--- config.mk ---
export PLATFORM = sky130hd
export DESIGN_NAME = stream_skid_bridge
export DESIGN_NICKNAME = d
export VERILOG_FILES = /design/src/rtl/stream_skid_pkg.sv /design/src/rtl/ssb_accept_window.sv /design/src/rtl/ssb_skid_stage.sv /design/src/rtl/ssb_slave_mirror.sv /design/src/rtl/stream_skid_bridge.sv
export SDC_FILE = /design/constraint.sdc
export NUM_CORES = 1
export LEC_CHECK = 0
export BUFFER_PORTS_ARGS = -buffer_cell sky130_fd_sc_hd__buf_2
export CAP_MARGIN = 5
export CORE_MARGIN = 2
export CORE_UTILIZATION = 35
export DETAILED_ROUTE_END_ITERATION = 6
export PLACE_DENSITY = 0.77
export SYNTH_ARGS = -nofsm -noshare
export SYNTH_HDL_FRONTEND = slang
export SYNTH_SLANG_ARGS = --single-unit
--- constraint.sdc ---
create_clock -name clk -period 1 [get_ports clk]
set_input_delay 0.1 -clock clk [delete_from_list [all_inputs] [get_ports clk]]
set_output_delay 0.1 -clock clk [all_outputs]
set_load 0.005 [all_outputs]
--- src/rtl/stream_skid_pkg.sv ---
package stream_skid_pkg;
  typedef enum logic {
    SKID_EMPTY = 1'b0,
    SKID_HELD  = 1'b1
  } skid_state_e;
endpackage

--- src/rtl/ssb_accept_window.sv ---
// Decides whether a producer sample counts: ready now, or ready one cycle ago.
module ssb_accept_window (
  input  logic clk,
  input  logic rst_n,
  input  logic ready_now,
  input  logic valid_in,
  output logic ready_prev,
  output logic accept
);
  always_ff @(posedge clk) begin
    if (!rst_n) ready_prev <= 1'b0;
    else        ready_prev <= ready_now;
  end

  assign accept = valid_in && (ready_now || ready_prev);
endmodule

--- src/rtl/ssb_skid_stage.sv ---
module ssb_skid_stage
  import stream_skid_pkg::*;
#(
  parameter int DATA_W = 8
) (
  input  logic              clk,
  input  logic              rst_n,
  input  logic              accept,
  input  logic [DATA_W-1:0] in_data,
  input  logic              m_tready,
  output logic              in_ready,
  output logic              m_tvalid,
  output logic [DATA_W-1:0] m_tdata
);
  skid_state_e       state_q;
  logic [DATA_W-1:0] hold_q;
  logic              held;

  assign held     = (state_q == SKID_HELD);
  assign in_ready = m_tready && !held;
  assign m_tvalid = held || accept;
  assign m_tdata  = held ? hold_q : in_data;

  always_ff @(posedge clk) begin
    if (!rst_n) begin
      state_q <= SKID_EMPTY;
      hold_q  <= '0;
    end else if (held) begin
      if (m_tready) state_q <= SKID_EMPTY;
    end else if (accept && !m_tready) begin
      state_q <= SKID_HELD;
      hold_q  <= in_data;
    end
  end

  // a stalled beat keeps its valid and its data
  assert_beat_held_R6: assert property (@(posedge clk) disable iff (!rst_n)
    (m_tvalid && !m_tready) |=> (m_tvalid && $stable(m_tdata)));

  // producer sees no ready while the skid entry is occupied
  assert_ready_blocked_R2: assert property (@(posedge clk) disable iff (!rst_n)
    held |-> !in_ready);

  // the window never admits a second late sample on top of a held one
  assert_no_overrun_R4: assert property (@(posedge clk) disable iff (!rst_n)
    held |-> !accept);
endmodule

--- src/rtl/ssb_slave_mirror.sv ---
module ssb_slave_mirror #(
  parameter int DATA_W = 8
) (
  input  logic              clk,
  input  logic              rst_n,
  input  logic              s_tvalid,
  input  logic [DATA_W-1:0] s_tdata,
  output logic              s_tready,
  output logic              out_valid,
  output logic [DATA_W-1:0] out_data,
  input  logic              out_ready
);
  logic ready_d;

  always_ff @(posedge clk) begin
    if (!rst_n) ready_d <= 1'b0;
    else        ready_d <= out_ready;
  end

  assign s_tready  = ready_d;
  assign out_valid = s_tvalid && ready_d;
  assign out_data  = s_tdata;

  // readiness toward the source trails the consumer by one cycle
  assert_ready_follows_R8: assert property (@(posedge clk) disable iff (!rst_n)
    (rst_n && out_ready) |=> s_tready);
  assert_ready_drops_R8: assert property (@(posedge clk) disable iff (!rst_n)
    (rst_n && !out_ready) |=> !s_tready);

  // no beat reaches the consumer unless it was ready one cycle ago
  assert_no_late_beat_R9: assert property (@(posedge clk) disable iff (!rst_n)
    out_valid |-> $past(out_ready));
endmodule

--- src/rtl/stream_skid_bridge.sv ---
module stream_skid_bridge #(
  parameter int DATA_W = 8
) (
  input  logic              clk,
  input  logic              rst_n,
  input  logic              in_valid,
  input  logic [DATA_W-1:0] in_data,
  output logic              in_ready,
  output logic              m_tvalid,
  output logic [DATA_W-1:0] m_tdata,
  input  logic              m_tready,
  input  logic              s_tvalid,
  input  logic [DATA_W-1:0] s_tdata,
  output logic              s_tready,
  output logic              out_valid,
  output logic [DATA_W-1:0] out_data,
  input  logic              out_ready
);
  logic accept;
  logic ready_prev;

  ssb_accept_window u_window (
    .clk        (clk),
    .rst_n      (rst_n),
    .ready_now  (in_ready),
    .valid_in   (in_valid),
    .ready_prev (ready_prev),
    .accept     (accept)
  );

  ssb_skid_stage #(.DATA_W(DATA_W)) u_skid (
    .clk      (clk),
    .rst_n    (rst_n),
    .accept   (accept),
    .in_data  (in_data),
    .m_tready (m_tready),
    .in_ready (in_ready),
    .m_tvalid (m_tvalid),
    .m_tdata  (m_tdata)
  );

  ssb_slave_mirror #(.DATA_W(DATA_W)) u_mirror (
    .clk       (clk),
    .rst_n     (rst_n),
    .s_tvalid  (s_tvalid),
    .s_tdata   (s_tdata),
    .s_tready  (s_tready),
    .out_valid (out_valid),
    .out_data  (out_data),
    .out_ready (out_ready)
  );

  // with ready low now and one cycle ago, a strobe raises no beat by itself
  assert_stale_ignored_R5: assert property (@(posedge clk) disable iff (!rst_n)
    (!in_ready && !ready_prev && !m_tvalid) |-> !accept);
endmodule

==> flow_summary.ini, run 1 <==
[critical_path]
crit_chain = buf_8 -> mux2_4 -> buf_6
r2r-start = u_skid.held
crit_start = u_skid.held
end_kind = primary output
crit_buf_inv = 2
crit_path_start_kind = flop
required_ns = 0.90
slowest_stage = dfxtp_4
rr_worst_depth = 3
critPathTopFamily = flip-flops
cp_max_fo = 7
r2r_slack_ns = -0.08
slowest_delay_ns = 0.37
path_class = reg -> out
r2r-end = u_skid.hold_q[2]
arrival_ns = 1.20

[floorplan]
coreArea_sq_um = 1560
ios = 42
floorplan.initialDensity_pct = 38.4
rows = 14
die_height_um = 45.3
dieArea_sq_um = 2060
die_w_um = 45.3

[synth]
synthTopCellsByArea = dfxtp_1 (37%), mux2_2 (15%), mux2i_1 (13%), nand2_1 (11%), buf_4 (10%)
synth_warnings = 0
netlist_instances = 65
syn_nets = 87
yosys.area.top_type = dfxtp_1
netlist-cell-type-count = 14
synth_seq_cells = 11
netlist_area_sq_um = 598
synth.avg_cell_area_sq_um = 9.20
yosysTopAreaCellShare_pct = 36.8
synth-seq-area-share_pct = 36.8

[clocking]
clk_pin_slew_ns = 0.08
htreeDepth = 1
cts_setup_buffers = 0
max-clock-path-buffers = 2
numCtsBuffers = 3
insertion_delay_ns = 0.27
ctsHoldBuffers = 0
cts_root_buf = clkbuf_4
clock_sinks = 11
tritoncts = built

[pwr]
ir_drop_v = 0.000499
power_density_nw_per_um2 = 1170
switching_share_pct = 25.0
power_switching_mw = 0.241
p_leak_nw = 0.385
combPwrFrac_pct = 21.0
p_int_mw = 0.725
clock_power_share_pct = 31.8
power_mw = 0.966
seqPwrFrac_pct = 47.2

[timing]
rsz0062_at_grt = true
setup_ws_ns = -0.300
fin_crit_sh_pct = 130
worst_slew_pin_slew_ns = 0.299
hold_violations = 0
fmax_mhz = 769
setup_violations = 18
fin_skew_ns = 0.00284
drv_slew = 0
fin_crit_ns = 1.30
slew_headroom_pct = 80.1

[min_path]
hold_path.class = in -> reg
min_to = u_mirror.s_tready
min_from = out_ready
min_path_cells = 2

[drt]
dr.first_iter.drc_count = 1
wl_um = 1300
num_vias = 506
post_drt_wl_per_cell_um = 12.6
dr.pass1.iters = 5
ant_nets = 0
drc = 1
vias_per_cell = 4.91

[run_status]
run_status = complete, but fails checks
violations = design-rule violations, negative setup slack

[layout]
area_growth_pct = 38.3
n_antenna_cell = 0
fin_cells = 103
finish.utilization_pct = 53.0
fin_nets = 110
drive_above_1_share_pct = 52.9
finalInstanceArea_sq_um = 827
final_cell_mix = nand2_1 (17), buf_2 (17), buf_6 (11)
fillerInstances = 145

[grt]
grt_pass1_wl_um = 2010
antenna_found_initial = 0
globalRouteOverflowTotal = 0
grt_start_max_net_pins = 20
grt_pass1_vias = 501
grt_use_total_pct = 14.0

[placed_design]
placed_cells_incl_taps = 99
gp_congestion = 0.570
dp_hpwl_um = 926
port_buffers = 25
placed_area_sq_um = 694

[flow_run]
cap_violations = 0
[power groups by stage]
stage / logic [mW] / clock network [mW] / registers [mW]
after global placement: 0.146 / 0 / 0.466
after global routing: 0.221 / 0.339 / 0.458
after CTS: 0.190 / 0.326 / 0.457
final: 0.203 / 0.307 / 0.456
after detailed placement: 0.150 / 0 / 0.467
after floorplan: 0.105 / 0 / 0.465
[Yosys cell counts]
cell / number
mux2_2: 8
buf_2: 3
buf_4: 8
nand2_1: 17
and2_1: 3
nand2b_1: 1
mux2i_1: 8
a21oi_1: 1
nor2b_1: 1
buf_6: 1
inv_1: 1
and4bb_2: 1
o21ai_0: 1
dfxtp_1: 11
[metal layers]
layer	GRT usage, %	wire length, um	share of wire (%)	up-vias
met1	14.8	548	42	231
met4	9.41	12	0.92	0
met2	23.7	643	49	22
met3	4.00	98	7.5	4
li1	-	-	-	249
met5	0	0	0	-
[worst max-delay path by stage]
stage	to	slack, ns	cells past startpoint
2_1_floorplan	m_tdata[0]	0.06	2
3_3_place_gp	m_tdata[6]	-0.04	3
3_5_place_dp	m_tdata[6]	-0.05	3
4_1_cts	m_tdata[6]	-0.30	3
5_1_grt	m_tdata[5]	-0.34	3
6_report	m_tdata[6]	-0.30	3
[layout make-up]
cell class	instances	area (sq um)	share of cell area (%)
clock buffers	3	22.5	2.72
inverters	1	3.75	0.454
repair buffers	30	231	28.0
well taps	16	20.0	2.42
multi-input cells	41	320	38.7
flip-flops and latches	11	224	27.1
clock inverters	1	5.00	0.605
[flip-flops by register name, summed over array words and instances, names as in the netlist]
name	count
u_skid.hold_q	8
u_mirror.s_tready	1
u_skid.held	1
u_window.ready_prev	1
[metrics by stage]
stage / hold slack, ns / TNS [ns] / worst slack [ns]
2_1_floorplan: 0.227 / 0 / 0.0615
3_3_place_gp: 0.200 / -0.226 / -0.0446
3_5_place_dp: 0.200 / -0.340 / -0.0519
4_1_cts: 0.0161 / -2.98 / -0.300
5_1_grt: 0.0422 / -3.83 / -0.338
6_report: 0.0298 / -3.20 / -0.300
[repair_timing]
action | 4_1_cts | 5_1_grt
endpoints found under the setup margin | 18 | 18
resized for setup | 18 | 7
pin swaps | 0 | 1
[worst reg2reg max path, cell delays in order, from the launching register on]
cell and delay [ns]:
dfxtp_4 0.36, and4bb_2 0.33, buf_6 0.13, mux2i_1 0.19
[cell families (layout without fill, tap and decap cells)]
logic type / count (synthesis) / after routing / synth area share [%]
buffers and inverters: 13 / 35 / 15.1
AO/OA/AOI/OAI: 2 / 2 / 1.67
flip-flops: 11 / 11 / 36.8
AND/OR/NAND/NOR: 23 / 23 / 18.0
multiplexers: 16 / 16 / 28.5
(Power assumes the default switching activity.)
==> run 2, diff against run 1 <==
- CORE_UTILIZATION: 35 -> 37
- CTS_BUF_LIST: not set -> sky130_fd_sc_hd__clkbuf_4
- PLACE_DENSITY: 0.77 -> 0.8
- SKIP_CTS_REPAIR_TIMING: not set -> 1
==> flow_summary.ini, run 2 (synthesized netlist as in run 1, its figures left out) <==
[layout]
multiInputGateArea_sq_um = 328
regMostFlops = u_skid.hold_q
area_growth_pct = 40.6
largest_reg_flops = 8
fillerInstances = 141
fin_cells = 104
finish.utilization_pct = 55.8
n_antenna_cell = 0
regArea_sq_um = 224
final_cell_mix = nand2_1 (17), buf_2 (17), buf_6 (12)
fin_nets = 111
drive_above_1_share_pct = 54.5

[critical_path]
crit_buf_inv = 2
slowest_delay_ns = 0.37
cp_max_fo = 4
required_ns = 0.90
r2r_slack_ns = -0.15
rr_worst_depth = 2
end_kind = primary output
arrival_ns = 1.17
crit_top_cell = buf_6
slowest_stage = dfxtp_4
critPathTopFamily = flip-flops
path_class = reg -> out
crit_chain = buf_6 -> mux2_4 -> buf_6
r2r-end = u_skid.hold_q[0]
r2r-start = u_skid.held
crit_path_start_kind = flop

[floorplan]
die_height_um = 44.2
die_w_um = 44.2
coreArea_sq_um = 1510
dieArea_sq_um = 1950
ios = 42
floorplan.initialDensity_pct = 39.7
rows = 14

[clocking]
htreeDepth = 1
clock_sinks = 11
max-clock-path-buffers = 2
cts_root_buf = clkbuf_4
insertion_delay_ns = 0.26
clk_pin_slew_ns = 0.07
tritoncts = built
numCtsBuffers = 3

[flow_run]
cap_violations = 0

[run_status]
run_status = complete, but fails checks
violations = negative setup slack

[timing]
fin_crit_ns = 1.27
setup_violations = 18
setup_ws_ns = -0.272
slew_headroom_pct = 78.1
hold_violations = 0
fmax_mhz = 786
worst_slew_pin_slew_ns = 0.329
drv_slew = 0
fin_skew_ns = 0.00192
rsz0062_at_grt = true
fin_crit_sh_pct = 127

[pwr]
ir_drop_v = 0.000606
power_density_nw_per_um2 = 1170
p_leak_nw = 0.394
power_mw = 0.985

[min_path]
hold_path.class = in -> reg
min_path_cells = 2
min_from = out_ready
min_to = u_mirror.s_tready

[placed_design]
placed_cells_incl_taps = 97
dp_hpwl_um = 861
gp_congestion = 0.671
dpl_worst_slack_ns = -0.134
port_buffers = 25

[drt]
ant_nets = 0
post_drt_wl_per_cell_um = 11.8
num_vias = 497
dr.pass1.iters = 2
vias_per_cell = 4.78
wl_um = 1230
dr.first_iter.drc_count = 9
drc = 0

[grt]
grt.busiest_layer = met2
grt_pass1_wl_um = 1710
grt.met1_usage_pct = 13.1
met3_usage_pct = 2.86
grt_use_total_pct = 11.9
grt_pass1_vias = 432
use_met2_pct = 21.2
antenna_found_initial = 0
grt_start_max_net_pins = 20
globalRouteOverflowTotal = 0
-- run 2: per-stage QoR --
stage	hold WS (ns)	setup TNS (ns)	area [sq um]
3_5_place_dp	0.200	-1.10	679
4_1_cts	0.0357	-3.73	709
2_1_floorplan	0.227	0	598
6_report	0.0417	-3.42	841
3_3_place_gp	0.200	-0.445	679
5_1_grt	0.0525	-4.18	841
-- run 2: routing by layer --
metal / wire, um / vias up
li1: - / 251
met1: 521 / 228
met2: 609 / 16
met3: 96 / 2
met4: 4 / 0
met5: 0 / -
-- run 2: power breakdown --
group          total [mW]  internal, mW  switching, mW
clock               0.316         0.181          0.135
combinational       0.212         0.136         0.0768
sequential          0.457         0.449        0.00736
-- run 2: cell type report --
cell class | instances | share of cell area (%)
Multi-Input combinational cell | 41 | 39.0
Timing Repair Buffer | 31 | 28.0
Clock buffer | 4 | 3.57
Inverter | 1 | 0.446
Tap cell | 16 | 2.38
Sequential cell | 11 | 26.6
-- run 2: how the worst max path moves through the flow --
stage / start / endpoint / cells after the start
5_1_grt: u_skid.held / m_tdata[1] / 3
3_3_place_gp: u_skid.held / u_skid.hold_q[6] / 2
4_1_cts: u_skid.held / m_tdata[2] / 3
3_5_place_dp: u_skid.held / u_skid.hold_q[0] / 2
6_report: u_skid.held / m_tdata[7] / 3
2_1_floorplan: u_skid.held / m_tdata[0] / 2
